==> src/rtl/scan_irq_pkg.sv <==
package scan_irq_pkg;
    localparam int CMP_W    = 8;
    localparam int STAT_W   = 16;
    localparam int NUM_SRC  = 3;
    // request index: status bit k and enable bit EN_LSB+k belong to source k
    localparam int SRC_VBL   = 0;
    localparam int SRC_HBL   = 1;
    localparam int SRC_MATCH = 2;
    localparam int EN_LSB    = 3;
    localparam int CMP_LSB   = 8;
    localparam logic [STAT_W-1:0] WR_MASK =
        STAT_W'({CMP_W{1'b1}}) << CMP_LSB | STAT_W'({NUM_SRC{1'b1}}) << EN_LSB;

    typedef struct packed {
        logic [CMP_W-1:0]   cmp;
        logic [NUM_SRC-1:0] en;
    } cfg_t;
endpackage

==> src/rtl/scan_counter.sv <==
module scan_counter #(
    parameter int DOTS   = 8,
    parameter int LINES  = 228,
    parameter int DOT_W  = $clog2(DOTS),
    parameter int LINE_W = 8
) (
    input  logic              clk,
    input  logic              rst_n,
    output logic [DOT_W-1:0]  dot_o,
    output logic [LINE_W-1:0] line_o,
    output logic              eol_o,
    output logic [LINE_W-1:0] next_line_o
);
    localparam logic [DOT_W-1:0]  DOT_LAST  = DOT_W'(DOTS - 1);
    localparam logic [LINE_W-1:0] LINE_LAST = LINE_W'(LINES - 1);

    typedef struct packed {
        logic [DOT_W-1:0]  dot;
        logic [LINE_W-1:0] line;
    } cnt_t;

    cnt_t              cnt_d, cnt_q;
    logic              eol;
    logic [LINE_W-1:0] nline;

    always_comb begin
        eol   = (cnt_q.dot == DOT_LAST);
        nline = (cnt_q.line == LINE_LAST) ? '0 : cnt_q.line + 1'b1;
        cnt_d = cnt_q;
        if (eol) begin
            cnt_d.dot  = '0;
            cnt_d.line = nline;
        end else begin
            cnt_d.dot  = cnt_q.dot + 1'b1;
        end
    end

    always_ff @(posedge clk or negedge rst_n) begin
        if (!rst_n) cnt_q <= '0;
        else        cnt_q <= cnt_d;
    end

    assign dot_o       = cnt_q.dot;
    assign line_o      = cnt_q.line;
    assign eol_o       = eol;
    assign next_line_o = nline;
endmodule

==> src/rtl/stat_ctrl_reg.sv <==
module stat_ctrl_reg
    import scan_irq_pkg::*;
(
    input  logic                 clk,
    input  logic                 rst_n,
    input  logic                 we_i,
    input  logic [STAT_W-1:0]    wdata_i,
    input  logic [NUM_SRC-1:0]   live_i,
    output cfg_t                 cfg_o,
    output logic [STAT_W-1:0]    rdata_o
);
    logic [STAT_W-1:0] word_d, word_q;

    always_comb begin
        word_d = word_q;
        if (we_i) word_d = wdata_i & WR_MASK;
    end

    always_ff @(posedge clk or negedge rst_n) begin
        if (!rst_n) word_q <= '0;
        else        word_q <= word_d;
    end

    assign cfg_o.cmp = word_q[CMP_LSB +: CMP_W];
    assign cfg_o.en  = word_q[EN_LSB +: NUM_SRC];
    assign rdata_o   = word_q | STAT_W'(live_i);
endmodule

==> src/rtl/irq_pulse_gen.sv <==
module irq_pulse_gen
    import scan_irq_pkg::*;
#(
    parameter int DRAW_DOTS = 5,
    parameter int VIS_LINES = 160,
    parameter int DOT_W     = 3,
    parameter int LINE_W    = 8
) (
    input  logic               clk,
    input  logic               rst_n,
    input  logic [DOT_W-1:0]   dot_i,
    input  logic [LINE_W-1:0]  line_i,
    input  logic               eol_i,
    input  logic [LINE_W-1:0]  next_line_i,
    input  cfg_t               cfg_i,
    output logic [NUM_SRC-1:0] pulse_o
);
    localparam logic [DOT_W-1:0]  HBL_PRE  = DOT_W'(DRAW_DOTS - 1);
    localparam logic [LINE_W-1:0] VIS_LAST = LINE_W'(VIS_LINES - 1);

    typedef struct packed {
        logic [NUM_SRC-1:0] pulse;
    } pls_t;

    pls_t               pls_d, pls_q;
    logic [NUM_SRC-1:0] trig;
    logic [NUM_SRC-1:0] armed;

    // events are detected one clock early so the registered pulse
    // lines up with the first clock of the new position
    always_comb begin
        trig            = '0;
        trig[SRC_VBL]   = eol_i && (line_i == VIS_LAST);
        trig[SRC_HBL]   = (dot_i == HBL_PRE);
        trig[SRC_MATCH] = eol_i && (next_line_i == LINE_W'(cfg_i.cmp));
    end

    for (genvar k = 0; k < NUM_SRC; k++) begin : g_arm
        assign armed[k] = trig[k] & cfg_i.en[k];
    end

    always_comb begin
        pls_d.pulse = armed;
    end

    always_ff @(posedge clk or negedge rst_n) begin
        if (!rst_n) pls_q <= '0;
        else        pls_q <= pls_d;
    end

    assign pulse_o = pls_q.pulse;
endmodule

==> src/rtl/scan_irq_gen.sv <==
module scan_irq_gen
    import scan_irq_pkg::*;
#(
    parameter int DOTS_PER_LINE = 8,
    parameter int DRAW_DOTS     = 5,
    parameter int VIS_LINES     = 160,
    parameter int LINES         = 228
) (
    input  logic              clk,
    input  logic              rst_n,
    input  logic              cfg_we,
    input  logic [STAT_W-1:0] cfg_wdata,
    output logic [STAT_W-1:0] stat_rdata,
    output logic [CMP_W-1:0]  line_o,
    output logic              irq_vblank,
    output logic              irq_hblank,
    output logic              irq_match
);
    localparam int DOT_W  = $clog2(DOTS_PER_LINE);
    localparam int LINE_W = CMP_W;

    logic [DOT_W-1:0]   dot;
    logic [LINE_W-1:0]  line;
    logic [LINE_W-1:0]  next_line;
    logic               eol;
    cfg_t               cfg;
    logic [NUM_SRC-1:0] live;
    logic [NUM_SRC-1:0] pulse;

    scan_counter #(
        .DOTS   (DOTS_PER_LINE),
        .LINES  (LINES),
        .DOT_W  (DOT_W),
        .LINE_W (LINE_W)
    ) u_cnt (
        .clk         (clk),
        .rst_n       (rst_n),
        .dot_o       (dot),
        .line_o      (line),
        .eol_o       (eol),
        .next_line_o (next_line)
    );

    always_comb begin
        live            = '0;
        live[SRC_VBL]   = (line >= LINE_W'(VIS_LINES));
        live[SRC_HBL]   = (dot >= DOT_W'(DRAW_DOTS));
        live[SRC_MATCH] = (line == cfg.cmp);
    end

    stat_ctrl_reg u_reg (
        .clk     (clk),
        .rst_n   (rst_n),
        .we_i    (cfg_we),
        .wdata_i (cfg_wdata),
        .live_i  (live),
        .cfg_o   (cfg),
        .rdata_o (stat_rdata)
    );

    irq_pulse_gen #(
        .DRAW_DOTS (DRAW_DOTS),
        .VIS_LINES (VIS_LINES),
        .DOT_W     (DOT_W),
        .LINE_W    (LINE_W)
    ) u_pls (
        .clk         (clk),
        .rst_n       (rst_n),
        .dot_i       (dot),
        .line_i      (line),
        .eol_i       (eol),
        .next_line_i (next_line),
        .cfg_i       (cfg),
        .pulse_o     (pulse)
    );

    assign line_o     = line;
    assign irq_vblank = pulse[SRC_VBL];
    assign irq_hblank = pulse[SRC_HBL];
    assign irq_match  = pulse[SRC_MATCH];
endmodule

==> config.mk <==
export PLATFORM = sky130hd
export DESIGN_NAME = scan_irq_gen
export DESIGN_NICKNAME = d
export VERILOG_FILES = /design/src/rtl/scan_irq_pkg.sv /design/src/rtl/scan_counter.sv /design/src/rtl/stat_ctrl_reg.sv /design/src/rtl/irq_pulse_gen.sv /design/src/rtl/scan_irq_gen.sv
export SDC_FILE = /design/constraint.sdc
export NUM_CORES = 1
export LEC_CHECK = 0
export ABC_CLOCK_PERIOD_IN_PS = 2050
export BUFFER_PORTS_ARGS = -buffer_cell sky130_fd_sc_hd__buf_2
export CAP_MARGIN = 20
export CORE_UTILIZATION = 46
export DETAILED_ROUTE_END_ITERATION = 8
export GPL_TIMING_DRIVEN = 1
export PLACE_DENSITY = 0.75
export SYNTH_ARGS = -nofsm -noshare
export SYNTH_HDL_FRONTEND = slang
export SYNTH_SLANG_ARGS = --single-unit
==> constraint.sdc <==
create_clock -name clk -period 2.05 [get_ports clk]
set_clock_uncertainty 0.05 [all_clocks]
set_input_delay 0.205 -clock clk [delete_from_list [all_inputs] [get_ports clk]]
set_output_delay 0.205 -clock clk [all_outputs]
set_load 0.02 [all_outputs]
# Yosys cells after proc, flatten, opt, wreduce, memory -nomap -nowiden

Index checks and enable logic that the tools add are counted.

Flip-flop bits (word level): 25
Input port bits: 19
Output and inout bits: 27
Word-level logic and storage cells: 22

Add/subtract/negate cells: 2
$lt $le $gt $ge: 2
Eq/ne operators: 6
Mux-type cells: 2
Bitwise gates (word level): 4
Reductions and logical operators: 2

Operators by type and width:

| operator                                                       | count |
|---|---|
| 8-bit == test                                                  | 2 |
| 8-bit == test (second input constant)                          | 2 |
| 16-bit by 3-bit bitwise OR with 16-bit output                  | 1 |
| 8-bit by 1-bit adder with 8-bit output (second input constant) | 1 |
| 8-bit greater-or-equal comparator (second input constant)      | 1 |
| 8-bit 2-to-1 mux                                               | 1 |
| 3-bit == test (second input constant)                          | 2 |
| 3-bit by 1-bit adder with 3-bit output (second input constant) | 1 |
| 1-bit AND                                                      | 3 |
| 3-bit greater-or-equal comparator (second input constant)      | 1 |
| 3-bit 2-to-1 mux                                               | 1 |
| 1-bit logical AND                                              | 2 |

# Depth between registers and ports, before layout

Word-level depth: 5
Depth in mapped cells: 7

# Hierarchy

Synthesis repeated with hierarchy kept, for this count alone.

Cell total of the unflattened synthesis: 145
Area, all modules: 1,565.3 µm²

Modules (own cells, without submodules):

| module        | instances | cells each | area an instance (µm²) | seq. area each (µm²) |
|---|---|---|---|---|
| scan_counter  | 1         | 71         | 686.9                  | 275.3 |
| stat_ctrl_reg | 1         | 40         | 571.8                  | 275.3 |
| irq_pulse_gen | 1         | 21         | 205.2                  | 75.1 |
| scan_irq_gen  | 1         | 13         | 101.3                  | 0.0 |

# Worst setup path before layout

OpenSTA, ideal clock, no wires.

Kind: register to register
Start point: register u_cnt.cnt_q (netlist bit u_cnt.line_o[1])
End point: register u_pls.pls_q (netlist bit u_pls.pulse_o[2])
Setup time: 0.111 ns
Arrival: 2.231 ns
Path slack: -0.343 ns
Cell stages (with the launch flop): 7
Path buffers: 0
Period minus slack after synthesis: 2.393 ns
Cell sequence: dfrtp_1 > ha_1 > or3b_4 > or3_4 > a2111oi_4 > nor3_1 > a2111oi_2

Word-level cells in the longest chain between the ends: 5
Elaborated cells between the ends (all ways): 6

Ends and longest elaborated chain:

| item                                                                           | RTL line            | source |
|---|---|---|
| start: declaration                                                             | scan_counter.sv:22  | `cnt_t cnt_d, cnt_q;` |
| start signal: assignment                                                       | scan_counter.sv:40  | `else cnt_q <= cnt_d;` |
| 8-bit by 1-bit adder with 8-bit output / 8-bit == test (equally long branches) | scan_counter.sv:28  | `nline = (cnt_q.line == LINE_LAST) ? '0 : cnt_q.line + 1'b1;` |
| 8-bit 2-to-1 mux *                                                             | scan_counter.sv:28  |  |
| 8-bit == test *                                                                | irq_pulse_gen.sv:35 | `trig[SRC_MATCH] = eol_i && (next_line_i == LINE_W'(cfg_i.cmp));` |
| 1-bit logical AND *                                                            | irq_pulse_gen.sv:35 |  |
| 1-bit AND *                                                                    | irq_pulse_gen.sv:39 | `assign armed[k] = trig[k] & cfg_i.en[k];` |
| via u_pls.armed[2]                                                             | irq_pulse_gen.sv:27 | `logic [NUM_SRC-1:0] armed;` |
| end signal: assignment                                                         | irq_pulse_gen.sv:48 | `else pls_q <= pls_d;` |
| end: declaration                                                               | irq_pulse_gen.sv:25 | `pls_t pls_d, pls_q;` |

Mark *: on every way through the listed nets, which the timed path passes. The rest lies on a longest branch.
A chain may end at the register's enable or synchronous reset.

# Final worst setup path

Ends and elaborated chain as after synthesis.

==> metrics.cfg <==
[status]
status = finished with violations
violations = setup timing

[detailed_routing]
wl_per_cell_um = 15.3
drtIter0Drc = 77
antenna_left = 0
drt-total-wl_um = 3870
vias = 1403
first_pass_iters = 4
vias_per_cell = 5.57
drc_errors = 0

[worst_setup_path]
required_ns = 2.22
worstSetupPathType = register to register
ff2ff_path_depth = 6
start_kind = register
endpoint_kind = register
worst-endpoint-arrival_ns = 2.39
cp_max_fo = 4

[logic_synthesis]
synthDistinctLibCells = 43
synth-compound-area-share_pct = 15.1
synth.yosys.seq_area_share_pct = 40.2
synthArstFlopShare_pct = 100
netlist_instances = 155
ys_top_cells_by_count = dfrtp_1 (25), nand2_1 (13), mux2_2 (11)
synth-simple-area-share_pct = 18.5
syn_area_um2 = 1560
yosys_warnings = 0
synth_most_common_cell = dfrtp_1
synth_top_cell_by_area = dfrtp_1
ys.flop_type = dfrtp_1
syn_area_per_cell_um2 = 10.0
synth.area.top_cells = dfrtp_1 (40%), mux2_2 (8.0%), ha_1 (5.6%)
synth_top_family_by_area = simple AND/OR/NAND/NOR gates
synth_top_area_share_pct = 40.2
yosys.area_share.adder_pct = 5.62
synth_xor_area_share_pct = 7.87
synth.area.mux_share_pct = 7.95
synth-edff-count = 0
ys_ff_latch = 25

[clock_tree]
cts_buffers = 3
clkTransAtPathRegs_ns = 0.14
cts_max_level = 1
tritoncts = done
clk_path_buf_depth = 2
clock_sinks = 25
insertion_delay_ns = 0.32
root_buffer = clkbuf_4

[layout]
num_antenna_cells = 0
fin_util_pct = 62.9
fill_cells = 287
layout.nets = 235
drive_gt1_share_pct = 39.4
area_growth_pct = 26.3
instances_no_fill = 252

[placed_design]
dp_cells = 246
dp_hpwl_um = 2850
io_buffers = 38
gp_congestion = 0.943

[global_route]
grt_max_degree = 26
grt-ovfl-total = 0
antenna_found_initial = 0
first_global_vias = 1319
grt_pass1_wl_um = 6230
grt_use_total_pct = 23.5

[floorplan]
initial_core_util_pct = 49.8
die_area_um2 = 3620
io_pins = 46
die_height_um = 60.2
die_w_um = 60.2
core_area_um2 = 3130
rows = 20

[worst_hold_path]
hold_depth = 2
min_path_type = input pin to register

[timing]
slew_viol_final = 0
fin_ws_ns = -0.164
hold_violations = 0
maxSlewHeadroom_pct = 62.9
finalCritPeriodShare_pct = 108
fin_setup_tns_ns = -0.164
tightest_slew_ns = 0.557
setup-violations-final = 1
rsz0062_at_grt = yes
hold_slack_ns = 0.0515
clock.fmax_mhz = 452
finalCriticalPeriod_ns = 2.21

[pwr]
p_per_area_nw_per_um2 = 471
ir_drop_uv = 299
leakagePower_nw = 0.894

[run]
cap_violations = 0

==> cell type report <==
cell class              count  area [µm²]  area share [%]
inverters                   4        15.0           0.763
flip-flops and latches     25         628            31.9
well taps                  44        55.1            2.80
multi-input cells         116         892            45.4
repair buffers             59         350            17.8
clock buffers               4        26.3            1.34
==> worst max-delay path: stages (launching register included) <==
cell and delay [ns]:
dfrtp_2 0.43, ha_4 0.15, or3b_4 0.40, or3_4 0.38
a21boi_2 0.15, o221ai_1 0.16, a2111oi_2 0.37
==> report_power, final <==
group	switching, W	internal (W)	total, W	leakage (nW)
Combinational	0.0000848	0.0000684	0.000153	0.571
Clock	0.000150	0.0000762	0.000226	0.0150
Sequential	0.0000313	0.000515	0.000546	0.308
==> layout by cell type (no fill, tap or decap), types with 2 or more instances in the layout <==
cell	instances
a22o_1	2
and3_1	4
nand2_1	13
xnor2_1	10
a21boi_0	2
nand2b_1	3
inv_1	4
a21oi_1	2
dfrtp_2	2
and2_1	4
buf_2	38
nor2_1	7
nand4_1	4
nand3b_1	2
a2111oi_2	2
dfrtp_1	23
a211oi_1	2
a21o_1	3
mux2_2	11
buf_4	20
ha_1	6
nor3_1	3
xor2_1	4
o21ai_0	6
nand3_1	5
conb_1	2
clkbuf_4	3
==> registers in the layout, summed over array words and instances (netlist names) <==
register and count:
u_cnt.dot_o 3, u_pls.pulse_o 3, u_reg.word_q 11, u_cnt.line_o 8
==> per-layer routing <==
metal	up-vias	wire length, µm	global-route usage [%]
li1	655	-	-
met1	684	1650	30.8
met2	53	1950	39.4
met3	11	174	2.60
met4	0	93	9.30
met5	-	0	0
==> stage by stage <==
stage / power (W) / worst slack (ns) / instance area, µm²
floorplan: 0.000647 / -0.0910 / 1580
global placement: 0.000700 / -0.135 / 1910
detailed placement: 0.000706 / -0.173 / 1910
CTS: 0.000930 / -0.146 / 1970
global route: 0.000970 / -0.245 / 1970
finish: 0.000926 / -0.164 / 1970
==> final timing paths <==
check                                      from          endpoint  slack, ns
worst min-delay path              cfg_wdata[13]  u_reg.word_q[13]       0.05
worst max register to register  u_cnt.line_o[1]  u_pls.pulse_o[2]      -0.16
worst min register to register  u_reg.word_q[4]   u_reg.word_q[4]       0.50
max in group asynchronous                 rst_n   u_cnt.line_o[1]       1.22
min in group asynchronous                 rst_n   u_reg.word_q[3]       0.33
worst max-delay path            u_cnt.line_o[1]  u_pls.pulse_o[2]      -0.16
==> timing repair <==
item | 4_1_cts | 5_1_grt
gates resized for setup | 3 | 0
hold endpoints to repair | 25 | 0
pin swaps | 0 | 0
setup endpoints to repair | 1 | 1
hold buffers | 1 | 0
buffers inserted | 1 | 0
==> kinds of logic after synthesis <==
family / Yosys count
adders and majority gates: 7
other: 1
xor gates and xnor gates: 14
and+or+nand+nor: 53
muxes: 11
buffers and inverters: 15
DFF: 25
AOI/OAI and AO/OA: 29
(Power assumes the default switching activity.)
